`config.mk`:
```
export PLATFORM = sky130hd
export DESIGN_NAME = keyed_wdog
export DESIGN_NICKNAME = d
export VERILOG_FILES = /design/src/rtl/keyed_wdog_pkg.sv /design/src/rtl/keyed_wdog_regs.sv /design/src/rtl/keyed_wdog_count.sv /design/src/rtl/keyed_wdog_out.sv /design/src/rtl/keyed_wdog.sv
export SDC_FILE = /design/constraint.sdc
export NUM_CORES = 1
export LEC_CHECK = 0
export BUFFER_PORTS_ARGS = -buffer_cell sky130_fd_sc_hd__buf_2
export CAP_MARGIN = 10
export CELL_PAD_IN_SITES_DETAIL_PLACEMENT = 0
export CELL_PAD_IN_SITES_GLOBAL_PLACEMENT = 1
export CORE_ASPECT_RATIO = 0.5
export CORE_MARGIN = 4
export CORE_UTILIZATION = 40
export DETAILED_ROUTE_END_ITERATION = 16
export PLACE_DENSITY = 0.88
export SYNTH_ARGS = -nofsm -noshare
export SYNTH_HDL_FRONTEND = slang
export SYNTH_SLANG_ARGS = --single-unit
```
`constraint.sdc`:
```
create_clock -name clk -period 5.36 [get_ports clk]
set_input_delay 1.072 -clock clk [delete_from_list [all_inputs] [get_ports clk]]
set_output_delay 1.072 -clock clk [all_outputs]
set_load 0.01 [all_outputs]
```
`src/rtl/keyed_wdog_pkg.sv`:
```
package keyed_wdog_pkg;
  localparam logic [7:0]  OFS_MODE   = 8'h00;
  localparam logic [7:0]  OFS_LEN    = 8'h04;
  localparam logic [7:0]  OFS_KICK   = 8'h08;
  localparam logic [7:0]  OFS_SWRST  = 8'h14;
  localparam logic [7:0]  MODE_KEY   = 8'h22;
  localparam logic [4:0]  LEN_KEY    = 5'h08;
  localparam logic [31:0] KICK_MAGIC = 32'h0000_1971;
  localparam logic [31:0] SWR_MAGIC  = 32'h0000_1209;
  localparam logic [6:0]  MODE_MASK  = 7'h5F;
  localparam int          LEN_LSB    = 5;

  // mode bit positions
  localparam int MB_RUN = 0;
  localparam int MB_POL = 1;
  localparam int MB_EXT = 2;
  localparam int MB_IRQ = 3;

  function automatic logic mode_key_ok(input logic [31:0] d);
    return d[31:24] == MODE_KEY;
  endfunction

  function automatic logic len_key_ok(input logic [31:0] d);
    return d[4:0] == LEN_KEY;
  endfunction
endpackage

```
`src/rtl/keyed_wdog_regs.sv`:
```
module keyed_wdog_regs
  import keyed_wdog_pkg::*;
#(
  parameter int ADDR_W    = 8,
  parameter int LEN_W     = 11,
  parameter int LEN_RESET = 1984
) (
  input  logic              clk,
  input  logic              rst_n,
  input  logic              wr_en,
  input  logic [ADDR_W-1:0] addr,
  input  logic [31:0]       wdata,
  output logic [6:0]        mode_q,
  output logic [LEN_W-1:0]  len_q,
  output logic              len_wr_o,
  output logic [LEN_W-1:0]  len_new_o,
  output logic              kick_o,
  output logic              swr_o,
  output logic [31:0]       rdata
);
  logic sel_mode, sel_len, sel_kick, sel_swr, mode_wr;

  assign sel_mode  = wr_en && (addr == ADDR_W'(OFS_MODE));
  assign sel_len   = wr_en && (addr == ADDR_W'(OFS_LEN));
  assign sel_kick  = wr_en && (addr == ADDR_W'(OFS_KICK));
  assign sel_swr   = wr_en && (addr == ADDR_W'(OFS_SWRST));

  assign mode_wr   = sel_mode && mode_key_ok(wdata);
  assign len_wr_o  = sel_len && len_key_ok(wdata);
  assign len_new_o = wdata[LEN_LSB +: LEN_W];
  assign kick_o    = sel_kick && (wdata == KICK_MAGIC);
  assign swr_o     = sel_swr && (wdata == SWR_MAGIC);

  always_ff @(posedge clk or negedge rst_n) begin
    if (!rst_n) begin
      mode_q <= '0;
      len_q  <= LEN_W'(LEN_RESET);
    end else begin
      if (mode_wr)  mode_q <= wdata[6:0] & MODE_MASK;
      if (len_wr_o) len_q  <= len_new_o;
    end
  end

  always_comb begin
    rdata = '0;
    if (addr == ADDR_W'(OFS_MODE))
      rdata[6:0] = mode_q;
    else if (addr == ADDR_W'(OFS_LEN))
      rdata[LEN_LSB +: LEN_W] = len_q;
  end
endmodule

```
`src/rtl/keyed_wdog_count.sv`:
```
module keyed_wdog_count #(
  parameter int LEN_W      = 11,
  parameter int UNIT_TICKS = 512,
  parameter int LEN_RESET  = 1984,
  localparam int CNT_W     = LEN_W + $clog2(UNIT_TICKS)
) (
  input  logic             clk,
  input  logic             rst_n,
  input  logic             tick,
  input  logic             run,
  input  logic [LEN_W-1:0] len_q,
  input  logic             len_wr,
  input  logic [LEN_W-1:0] len_new,
  input  logic             kick,
  output logic [CNT_W-1:0] cnt_q,
  output logic             expire_o
);
  function automatic logic [CNT_W-1:0] units_to_ticks(input logic [LEN_W-1:0] u);
    return CNT_W'(u) * CNT_W'(UNIT_TICKS);
  endfunction

  logic reload;
  assign reload   = len_wr || kick;
  assign expire_o = !reload && run && tick && (cnt_q <= CNT_W'(1));

  always_ff @(posedge clk or negedge rst_n) begin
    if (!rst_n)
      cnt_q <= units_to_ticks(LEN_W'(LEN_RESET));
    else if (len_wr)
      cnt_q <= units_to_ticks(len_new);
    else if (kick || expire_o)
      cnt_q <= units_to_ticks(len_q);
    else if (run && tick)
      cnt_q <= cnt_q - CNT_W'(1);
  end
endmodule

```
`src/rtl/keyed_wdog_out.sv`:
```
module keyed_wdog_out #(
  parameter int PULSE_TICKS = 4,
  localparam int PC_W       = $clog2(PULSE_TICKS + 1)
) (
  input  logic clk,
  input  logic rst_n,
  input  logic tick,
  input  logic expire,
  input  logic swr,
  input  logic kick,
  input  logic irq_mode,
  input  logic ext_en,
  input  logic pol_high,
  output logic pulse_on,
  output logic rst_out,
  output logic irq
);
  logic [PC_W-1:0] pcnt;
  logic            start;

  assign start    = swr || (expire && !irq_mode && ext_en);
  assign pulse_on = (pcnt != '0);
  assign rst_out  = pulse_on ? pol_high : !pol_high;

  always_ff @(posedge clk or negedge rst_n) begin
    if (!rst_n) begin
      pcnt <= '0;
      irq  <= 1'b0;
    end else begin
      if (start)
        pcnt <= PC_W'(PULSE_TICKS);
      else if (tick && pulse_on)
        pcnt <= pcnt - PC_W'(1);

      if (expire && irq_mode)
        irq <= 1'b1;
      else if (kick)
        irq <= 1'b0;
    end
  end
endmodule

```
`src/rtl/keyed_wdog.sv`:
```
module keyed_wdog
  import keyed_wdog_pkg::*;
#(
  parameter int ADDR_W      = 8,
  parameter int LEN_W       = 11,
  parameter int UNIT_TICKS  = 512,
  parameter int LEN_RESET   = 1984,
  parameter int PULSE_TICKS = 4,
  localparam int CNT_W      = LEN_W + $clog2(UNIT_TICKS)
) (
  input  logic              clk,
  input  logic              rst_n,
  input  logic              tick,
  input  logic              wr_en,
  input  logic [ADDR_W-1:0] addr,
  input  logic [31:0]       wdata,
  output logic [31:0]       rdata,
  output logic              rst_out,
  output logic              irq
);
  logic [6:0]       mode_q;
  logic [LEN_W-1:0] len_q, len_new_w;
  logic             len_wr_w, kick_w, swr_w, expire_w, reload_w, pulse_on_w;
  logic [CNT_W-1:0] cnt_q;

  assign reload_w = len_wr_w || kick_w;

  keyed_wdog_regs #(.ADDR_W(ADDR_W), .LEN_W(LEN_W), .LEN_RESET(LEN_RESET)) u_regs (
    .clk(clk), .rst_n(rst_n), .wr_en(wr_en), .addr(addr), .wdata(wdata),
    .mode_q(mode_q), .len_q(len_q), .len_wr_o(len_wr_w), .len_new_o(len_new_w),
    .kick_o(kick_w), .swr_o(swr_w), .rdata(rdata)
  );

  keyed_wdog_count #(.LEN_W(LEN_W), .UNIT_TICKS(UNIT_TICKS), .LEN_RESET(LEN_RESET)) u_count (
    .clk(clk), .rst_n(rst_n), .tick(tick), .run(mode_q[MB_RUN]), .len_q(len_q),
    .len_wr(len_wr_w), .len_new(len_new_w), .kick(kick_w),
    .cnt_q(cnt_q), .expire_o(expire_w)
  );

  keyed_wdog_out #(.PULSE_TICKS(PULSE_TICKS)) u_out (
    .clk(clk), .rst_n(rst_n), .tick(tick), .expire(expire_w), .swr(swr_w),
    .kick(kick_w), .irq_mode(mode_q[MB_IRQ]), .ext_en(mode_q[MB_EXT]),
    .pol_high(mode_q[MB_POL]), .pulse_on(pulse_on_w), .rst_out(rst_out), .irq(irq)
  );
endmodule

```
Word level (Yosys, flattened, before mapping)
Index checks and enable logic that the tools add are counted.

Register bits after elaboration: 41. Bits of input ports: 44. Output and inout bits: 34. Logic and storage cells: 54.

Add/subtract/negate cells: 2. Order comparisons: 1. Eq/ne operators: 7. Muxes and demuxes: 12. Reduce and logical (&&, ||, !) cells: 27.

Operator list (number): $eq A32 B13 Y1 const B (2); $mux W20 (3); $le A20 B1 Y1 const B (1); $sub A20 B1 Y20 const B (1); $logic_and A1 B1 Y1 (16); $mux W11 (1); $mux W9 (1); $eq A8 B3 Y1 const B (1); $eq A8 B4 Y1 const B (1); $eq A8 B5 Y1 const B (1); $eq A8 B6 Y1 const B (1); $logic_not A8 Y1 (1); $mux W3 (2); $reduce_bool A3 Y1 (2); $eq A5 B4 Y1 const B (1); $mux W5 (1); $reduce_bool A2 Y1 (2); $logic_not A1 Y1 (3); $logic_or A1 B1 Y1 (3); $mux W1 (3); $sub A3 B1 Y3 const B (1); $mux W2 (1).

Longest topological paths before layout
Gate-level depths: netlist (run 1).

Depth after elaboration: 12. Depth in mapped cells: 9. Depth with buffers taken out: 8.

Cells and area by module
Synthesis (run 1) repeated with hierarchy kept, for this count alone.

Cells, all modules: 277. Area, all modules: 2728.9 um^2.

Modules (own cells, without submodules): keyed_wdog_count (times used 1, cells an instance 144, area an instance 1291.2 um^2, sequential area each 506.7 um^2); keyed_wdog_regs (times used 1, cells an instance 109, area an instance 1187.4 um^2, sequential area each 431.7 um^2); keyed_wdog_out (times used 1, cells an instance 24, area an instance 250.2 um^2, sequential area each 100.1 um^2).

Worst setup path before layout (run 1)
OpenSTA, ideal clock, no wires.

Path kind: input-to-output. Start point: in addr[5]. End point: out rdata[6]. Arrival: 2299 ps. Required time: 4288 ps. Path slack: 1989 ps. Stages on the path: 4. Path buffers: 0. Cell sequence: or4_4 or2_2 nor2_1 a22o_1.

Word-level cells in the longest chain between the ends: 3. Elaborated cells between the ends (all ways): 4.

Ends and longest elaborated chain: from (decl) (RTL line keyed_wdog.sv:15) `input logic [ADDR_W-1:0] addr,`; $eq A8 B3 Y1 (RTL line keyed_wdog_regs.sv:48) `else if (addr == ADDR_W'(OFS_LEN))`; $mux W11 (RTL line keyed_wdog_regs.sv:48); $mux W2 (*) (RTL line keyed_wdog_regs.sv:46) `if (addr == ADDR_W'(OFS_MODE))`; to (decl) (RTL line keyed_wdog.sv:17) `output logic [31:0] rdata,`.

Mark *: on every way between the ends. The rest lies on a longest branch, timed or not.

Final worst setup path (run 1)
Ends and elaborated chain as after synthesis.

==> results of run 1 <==
-- kinds of logic after synthesis --
family,synth area share
buffers and inverters,0.0752
AND/OR/NAND/NOR,0.326
AO/OA/AOI/OAI,0.0805
XOR/XNOR,0.0439
flip-flops,0.400
multiplexers,0.0535
other,0.00145
adder cells (fa/ha/maj),0.0193
-- stage by stage --
step                      hold slack, ns  worst slack (ns)  instances  total power, W
after detailed placement           0.463              1.61        434        0.000433
after floorplan                    0.444              1.99        308        0.000398
after global placement             0.455              1.70        434        0.000424
after CTS                          0.476              1.67        442        0.000786
after global routing               0.492              1.54        442        0.000817
final                              0.472              1.67        442        0.000777
-- report_power, final --
group | switching [W] | internal, W
clock network | 0.000119 | 0.000232
registers | 0.00000754 | 0.000323
logic | 0.0000544 | 0.0000417
-- registers in the layout (all words and copies together), names as in the netlist --
register and cells:
u_count.cnt_q 20, u_regs.len_q 11, u_regs.mode_q 6, u_out.pcnt 3, u_out.irq 1
-- synth_stat cells (9+ instances only) --
cell     number
and2_1       15
nand3_1      14
nor2_1       24
inv_1         9
dfrtp_1      31
dfstp_2      10
buf_4        16
nand2_1      42
o21ai_0       9
nor4_1        9
nor3_1       14
-- metal layers --
metal  vias to the layer above  track usage  wire length, um
met1                      1082        0.229             3020
met2                       104        0.288             2980
met5                         -            0                0
li1                       1116            -                -
met4                         0       0.0601               88
met3                        10       0.0349              619
-- final cells by class --
type                            instances  area (um^2)  share of cell area
Multi-Input combinational cell        235         1420               0.460
Timing Repair Buffer                   61          305              0.0991
Sequential cell                        41         1040               0.337
Clock inverter                          2         37.5              0.0122
Clock buffer                            6          139              0.0451
Inverter                                9         33.8              0.0110
Tap cell                               88          110              0.0357
-- worst max-delay path by stage --
stage                                                to     from
after detailed placement  u_count.cnt_q[18]$_DFFE_PN1P_  addr[5]
after global routing                           rdata[6]  addr[5]
after global placement                         rdata[6]  addr[5]
final                                          rdata[6]  addr[5]
after floorplan                                rdata[6]  addr[5]
after CTS                                      rdata[6]  addr[5]
-- layout by cell type, fill, tap and decap left out, types with 3 or more instances in the layout --
cell type | netlist | layout
buf_2 | 0 | 61
nand2_1 | 42 | 42
dfrtp_1 | 31 | 31
nor2_1 | 24 | 24
conb_1 | 1 | 16
and2_1 | 15 | 15
nor3_1 | 14 | 14
nand3_1 | 14 | 14
dfstp_2 | 10 | 10
inv_1 | 9 | 9
nor4_1 | 9 | 9
o21ai_0 | 9 | 9
xor2_1 | 7 | 7
mux2_2 | 7 | 7
a21oi_1 | 6 | 6
mux2i_1 | 6 | 6
xnor2_1 | 6 | 6
or3_1 | 5 | 5
clkbuf_16 | 0 | 5
or2_2 | 4 | 4
nand4_1 | 4 | 4
nand4b_1 | 4 | 4
a22oi_1 | 4 | 4
ha_1 | 4 | 4
or4_4 | 3 | 3
or4_1 | 3 | 3
-- critical path, delay by kind of cell --
kind | cells | cell delay (ns)
AO/OA/AOI/OAI | 1 | 0.19
buffers and inverters | 2 | 0.23
AND/OR/NAND/NOR | 3 | 1.13
==> flow_summary.toml, run 1 <==
[cts]
path_clk_slew_ns = 0.06
clk_latency_ns = 0.29
clock_path_buffers = 2
cts-root-buf = "clkbuf_16"
hold_buffers = 0
cts_max_level = 2
cts_tree = "yes"
cts_setup_buffers = 0
clkSinkCount = 41
cts_resized = 0
numCtsBuffers = 5

[worst_setup_path]
r2r_slack_ns = 2.75
cp_slowest_stage_delay_ns = 0.55
r2r_start = "u_count.cnt_q[5]$_DFFE_PN0P_"
cp_common_cell = "buf_2"
arrival_ns = 2.62
critPathCaptureType = "primary output"
worstPathMaxFanout = 5
ff2ff_path_depth = 6
path_class = "primary input to primary output"
required_ns = 4.29
cp_cell_sequence = "buf_2, or4_4, or2_2, nor2_1, a22o_1, buf_2"
start_kind = "primary input"
timing.rr.end = "u_count.cnt_q[17]$_DFFE_PN1P_"
critPathSlowestCell = "or4_4"

[sta]
period_needed_ns = 3.69
fmax_ghz = 0.271
worstMarginPinSlew_ns = 0.938
finalSetupViolations = 0
relSlewSlack = 0.375
period_share = 0.689
slew_violations = 0
finalHoldViolCount = 0
grt_setup_unrepaired = "false"
fin_worst_skew_ns = 0.00512
tns_ns = 0

[min_path]
hp-class = "flip-flop to flip-flop"
min_path_cells = 2
min-delay-start = "u_regs.len_q[7]$_DFFE_PN1P_"
worstHoldEndpoint = "u_regs.len_q[7]$_DFFE_PN1P_"

[global_routing]
grt_use_total = 0.174
grt.overflow.total = 0
grt_pass1_wl_um = 11000
grt_pass1_vias = 2262
antenna_found_initial = 0
grt_max_degree = 42

[die]
floorplan.initialDensity = 0.420
ioPinCount = 78
rows = 20
die_y_um = 65.0
core_area_mm2 = 0.00618
dieArea_mm2 = 0.00792
fp.dieW_um = 122

[synthesis]
ys_ff_latch = 41
synth_top_area_cell = "dfrtp_1"
ys_seq_area_frac = 0.400
synth.top_cell.area_share = 0.299
synth_edf_count = 0
synthCells = 293
synth.yosys.warnings = 0
synth.area.top_cells = "dfrtp_1 (30%), dfstp_2 (10%), nand2_1 (6.1%)"
netlist_area_mm2 = 0.00259
async_reset_ff_frac = 1.00
synth_area_per_cell_um2 = 8.86
synth-main-ff-cell = "dfrtp_1"
synthDistinctLibCells = 51

[detailed_routing]
drc_errors = 0
vias = 2312
drtIter0Drc = 153
vias_per_cell = 5.23
dr.pass1.iters = 4
wl_per_cell_um = 15.2
antenna_left = 0
wl_um = 6710

[final_layout]
synthToLayoutAreaGrowth_pct = 18.8
nets = 401
drive_above_1_share = 0.282
fill_cells = 590
post-route-util = 0.499
fin_area_mm2 = 0.00308
antennaDiodeCount = 0

[pwr]
vdd_drop_max_mv = 0.126
p_leak_nw = 1.56
power_per_cell_area_mw_per_mm2 = 252

[placed_design]
port_buffers = 61
gp_congestion = 0.959
dp_hpwl_um = 5180
place_area_mm2 = 0.00291

[flow_run]
cap_violations = 0

[status]
status = "completed"
(Power assumes the default switching activity.)
==> run 2: changes to the inputs <==
ABC_AREA = 1   (was unset)
CORE_UTILIZATION = 34   (was 40)
PLACE_DENSITY = 0.82   (was 0.88)
clock period = 3.3 ns   (was 5.36 ns; I/O delays follow)
==> run 2 against run 1 <==
  * Clock power rose by 37%
  * Worst hold slack improved by 0.017 ns
  * Synthesized cell count rose by 57%
  * Utilization fell by 9.0 points
  * Total power rose by 38%
  * Area after synthesis rose by 17%
  * First-iteration DRC count rose by 22%
  * Register-to-register slack got worse by 1.4 ns
  * Via count rose by 23%
  * Die area rose by 34%
  * Routed wire length rose by 13%
==> flow_summary.toml, run 2 <==
[die]
die_y_um = 74.9
dieArea_mm2 = 0.0106
ioPinCount = 78
core_area_mm2 = 0.00871
fp.dieW_um = 142
rows = 24
floorplan.initialDensity = 0.350

[sta]
tns_ns = 0
grt_setup_unrepaired = "false"
fmax_ghz = 0.418
finalSetupViolations = 0
worstMarginPinSlew_ns = 0.916
layout_setup_ws_ns = 0.905
relSlewSlack = 0.389
period_needed_ns = 2.39
finalHoldViolCount = 0
slew_violations = 0
period_share = 0.726
fin_worst_skew_ns = 0.00641

[worst_setup_path]
required_ns = 2.64
r2r_start = "u_regs.mode_q[0]$_DFFE_PN0P_"
crit_path_start = "addr[5]"
arrival_ns = 1.73
start_kind = "primary input"
critPathCaptureType = "primary output"
path_class = "primary input to primary output"
ff2ff_path_depth = 10
worstPathMaxFanout = 11

[synthesis]
yosysMostFrequentCell = "nand2_1"
netlist_area_mm2 = 0.00305
ys_ff_latch = 41
synth-main-ff-cell = "dfrtp_1"
ys_seq_area_frac = 0.341
synthCells = 459
synthDistinctLibCells = 35
async_reset_ff_frac = 1.00
synth_edf_count = 0
synth_common_cells = "nand2_1 (101), nor2_1 (90), inv_1 (65), dfrtp_1 (31), o21ai_0 (22)"
synth.top_cell.area_share = 0.255
synth_area_per_cell_um2 = 6.64
synth_top_area_cell = "dfrtp_1"
synth.area.top_cells = "dfrtp_1 (25%), nand2_1 (12%), nor2_1 (11%)"
synth.yosys.warnings = 0

[min_path]
min-delay-start = "u_out.irq$_DFFE_PN0P_"
min_path_cells = 2
hp-class = "flip-flop to flip-flop"

[final_layout]
mostFrequentLayoutCells = "nand2_1 (101), nor2_1 (90), inv_1 (65)"
fill_cells = 954
final_common_cell = "nand2_1"
nets = 569
top_register = "u_count.cnt_q"
antennaDiodeCount = 0
largest_register_ffs = 20
post-route-util = 0.408
fin_cells = 639
synthToLayoutAreaGrowth_pct = 16.7
drive_above_1_share = 0.209
top_regs = "u_count.cnt_q: 20 flops, u_regs.len_q: 11 flops, u_regs.mode_q: 6 flops"

[cts]
cts-root-buf = "clkbuf_16"
clk_latency_ns = 0.28
cts_max_level = 2
cts_setup_buffers = 0
path_clk_slew_ns = 0.06
numCtsBuffers = 5
clkSinkCount = 41
cts_resized = 0
clock_path_buffers = 2
hold_buffers = 0
cts_tree = "yes"

[global_routing]
grt_pass1_wl_um = 12700
grt_use_total = 0.150
grt.overflow.total = 0
grt_max_degree = 42
antenna_found_initial = 0
grt_pass1_vias = 2618
busiest_layer = "met2"
gr-usage-met1 = 0.219
use_met2 = 0.238
grtUsageMet3 = 0.0298

[pwr]
power_per_cell_area_mw_per_mm2 = 302
power_w = 0.00107
vdd_drop_max_mv = 0.181
p_leak_nw = 1.89

[placed_design]
dp_hpwl_um = 6190
gp_congestion = 0.869
numPlacedInstances = 631
port_buffers = 61
pre_cts_ws_ns = 0.876

[status]
status = "completed"

[detailed_routing]
dr.pass1.iters = 4
drtIter0Drc = 186
vias = 2841
vias_per_cell = 4.45
drc_errors = 0
wl_um = 7600
antenna_left = 0
wl_per_cell_um = 11.9

[flow_run]
cap_violations = 0
run 2: cell types whose count changed in the layout (fill, tap and decap cells not counted), sizes merged, moves of 6 or more:
cell | before | now
or3 | 6 | 0
o21ai | 10 | 33
nor4 | 10 | 1
mux2i | 6 | 0
inv | 9 | 72
nand2 | 42 | 109
nor2 | 24 | 99
or4 | 6 | 0
and2 | 17 | 2
mux2 | 7 | 1
nand3 | 14 | 23
run 2: layout make-up:
cell class              count  area, um^2  share of cell area
flip-flops and latches     41        1040               0.292
inverters                  73         279              0.0785
multi-input cells         339        1640               0.462
repair buffers             61         305              0.0859
clock buffers               6         129              0.0362
clock inverters             2        15.0             0.00422
well taps                 117         146              0.0412
run 2: kinds of logic (layout without fill, tap and decap cells):
| family | count (synthesis) | in the layout | share of synthesized area |
|---|---|---|---|
| AND/OR/NAND/NOR | 254 | 254 | 0.374 |
| multiplexers | 1 | 1 | 0.00370 |
| buffers and inverters | 94 | 142 | 0.138 |
| AO/OA/AOI/OAI | 54 | 54 | 0.0965 |
| flip-flops | 41 | 41 | 0.341 |
| other | 1 | 16 | 0.00123 |
| adder cells (fa/ha/maj) | 4 | 4 | 0.0164 |
| XOR/XNOR | 10 | 10 | 0.0287 |
run 2: per-layer routing:
metal | vias to the layer above | wire [um]
li1 | 1516 | -
met1 | 1253 | 3990
met2 | 66 | 3160
met3 | 6 | 396
met4 | 0 | 46
met5 | - | 0
run 2: report_power, final:
| group | internal, W | switching [W] |
|---|---|---|
| registers | 0.000506 | 0.00000156 |
| clock network | 0.000280 | 0.000202 |
| logic | 0.0000299 | 0.0000543 |
run 2: critical path: stages:
cell and delay (ns):
buf_2 0.10, nor2_1 0.12, nand2_2 0.12, nor2_4 0.15
inv_1 0.18, nor3_1 0.23, buf_2 0.17
run 2: final timing paths:
| path | to | slack, ns |
|---|---|---|
| setup / recovery | rdata[8] | 0.91 |
| hold / removal | u_out.irq$_DFFE_PN0P_ | 0.49 |
| setup reg to reg | u_count.cnt_q[13]$_DFFE_PN0P_ | 1.39 |
| hold reg to reg | u_out.irq$_DFFE_PN0P_ | 0.49 |
| max in group asynchronous | u_out.pcnt[1]$_DFFE_PN0P_ | 2.22 |
| min in group asynchronous | u_count.cnt_q[4]$_DFFE_PN0P_ | 0.51 |
run 2: stage by stage:
step                hold slack, ns  area, um^2
floorplan                    0.364        3100
global placement             0.467        3410
detailed placement           0.476        3410
CTS                          0.491        3560
global route                 0.520        3560
finish                       0.489        3560
==> run 3: changes to the inputs <==
CORE_UTILIZATION = 37   (was 34)
PLACE_DENSITY = 0.84   (was 0.82)
clock period = 2.48 ns   (was 3.3 ns; I/O delays follow)
==> run 3 against run 2 <==
  * Clock power is 35% higher
  * Routed wire length is 1.9% higher
  * Combinational power is 38% higher
  * Utilization is 4.1 points higher
  * Sequential share of layout area is 0.32 points lower
  * Cell area is 1.1% higher
  * Flip-flop and latch count stayed put
  * Global-route usage is 1.7 points higher
  * Clock-buffer cell count stayed put
  * Register-to-register slack worse by 0.72 ns
  * Largest power group unchanged
  * Highest routed layer unchanged
==> flow_summary.toml, run 3 (synthesis gave the netlist of run 2 again) <==
[status]
status = "completed"

[worst_setup_path]
critPathCaptureType = "primary output"
critPathTopFamily = "simple AND/OR/NAND/NOR gates"
worstPathMaxFanout = 11
required_ns = 1.98
start_kind = "primary input"
cp_cell_sequence = "buf_2, nor2_2, nand2_2, nor2_4, inv_1, nor3_1, buf_2"
path_class = "primary input to primary output"
cp_slowest_stage_delay_ns = 0.26
arrival_ns = 1.61
critPathSlowestCell = "nor3_1"
cp_common_cell = "buf_2"
path_buf_inv = 3

[final_layout]
top_regs = "u_count.cnt_q: 20 flops, u_regs.len_q: 11 flops, u_regs.mode_q: 6 flops"
antennaDiodeCount = 0
mostFrequentLayoutCells = "nand2_1 (101), nor2_1 (90), inv_1 (65)"
synthToLayoutAreaGrowth_pct = 18.0
nets = 575
top_register = "u_count.cnt_q"
drive_above_1_share = 0.218
final_common_cell = "nand2_1"
fin_area_mm2 = 0.00359
fin_cells = 640
largest_register_ffs = 20

[global_routing]
grt_pass1_wl_um = 13200
grt.overflow.total = 0
antenna_found_initial = 0
grt_max_degree = 38
grt_use_total = 0.167
grt_pass1_vias = 2777

[sta]
relSlewSlack = 0.427
finalSetupViolations = 0
period_needed_ns = 2.11
tns_ns = 0
fmax_ghz = 0.475
period_share = 0.849
finalHoldViolCount = 0
grt_setup_unrepaired = "false"
fin_hold_ws_ns = 0.324
slew_violations = 0
fin_worst_skew_ns = 0.00532
worstMarginPinSlew_ns = 0.859

[cts]
clk_latency_ns = 0.28
cts_max_level = 2
cts_setup_buffers = 0
cts-root-buf = "clkbuf_16"
numCtsBuffers = 5
hold_buffers = 0
cts_tree = "yes"
clkSinkCount = 41
clock_path_buffers = 2
cts_resized = 0
path_clk_slew_ns = 0.06

[detailed_routing]
drtIter0Drc = 221
dr.pass1.iters = 4
vias_per_cell = 4.58
antenna_left = 0
wl_per_cell_um = 12.1
drc_errors = 0
wl_um = 7740
vias = 2932

[flow_run]
cap_violations = 0

[placed_design]
place_area_mm2 = 0.00345
dp_hpwl_um = 6260
numPlacedInstances = 632
gp_congestion = 0.819
port_buffers = 61

[pwr]
p_clk_frac = 0.451
power.switching_w = 0.000353
power_w = 0.00144
power_per_cell_area_mw_per_mm2 = 401
vdd_drop_max_mv = 0.210
power_frac_comb = 0.081
p_leak_nw = 1.92
switching_share = 0.245
seq_power_share = 0.468
p_int_w = 0.00109

[die]
fp.dieW_um = 136
die_y_um = 72.2
rows = 23
ioPinCount = 78
floorplan.initialDensity = 0.381
dieArea_mm2 = 0.00984
core_area_mm2 = 0.00800

[min_path]
hp-class = "primary input to async pin"
run 3: routing by layer:
layer  wire, um  part of all wire  up-vias  global-route usage
met1       4010              0.52     1306               0.255
met2       3150              0.41       88               0.250
met4         42            0.0054        0              0.0201
met5          0                 0        -                   0
met3        534             0.069        4              0.0360
li1           -                 -     1534                   -
run 3: cell type report:
type | instances | area (um^2)
fill | 892 | 4410
multi-input combinational | 339 | 1640
sequential | 41 | 1040
timing repair buffer | 67 | 350
inverter | 73 | 279
tap | 112 | 140
clock buffer | 6 | 129
clock inverter | 2 | 15.0
run 3: power by group through the flow:
stage	Combinational (W)	Sequential, W	Clock, W
final	0.000116	0.000675	0.000650
after global routing	0.000136	0.000675	0.000694
after CTS	0.000118	0.000675	0.000659
after detailed placement	0.000118	0.000686	0
after global placement	0.000117	0.000686	0
after floorplan	0.0000686	0.000686	0
run 3: worst register-to-register path: cells and delay by family, from the launching register on:
kind	cells	cell delay (ns)
simple gates	10	1.10
flops	1	0.46
compound gates	1	0.18
run 3: per-stage QoR:
step,worst slack [ns],utilization
after global routing,0.226,0.449
after global placement,0.344,0.431
after CTS,0.337,0.449
after floorplan,0.629,-
final,0.373,0.449
after detailed placement,0.339,0.431
run 3: worst paths after layout:
check                                                    from                            end  slack, ns  cells past startpoint
worst max register to register  u_count.cnt_q[11]$_DFFE_PN0P_  u_count.cnt_q[15]$_DFFE_PN1P_       0.67                     11
worst min-delay path                                    rst_n   u_count.cnt_q[5]$_DFFE_PN0P_       0.32                      1
worst max-delay path                                  addr[7]                       rdata[8]       0.37                      7
min in group clk                 u_regs.mode_q[2]$_DFFE_PN0P_   u_regs.mode_q[2]$_DFFE_PN0P_       0.49                      2
max in group asynchronous                               rst_n  u_count.cnt_q[18]$_DFFE_PN1P_       1.47                      2
worst min register to register   u_regs.mode_q[2]$_DFFE_PN0P_   u_regs.mode_q[2]$_DFFE_PN0P_       0.49                      2
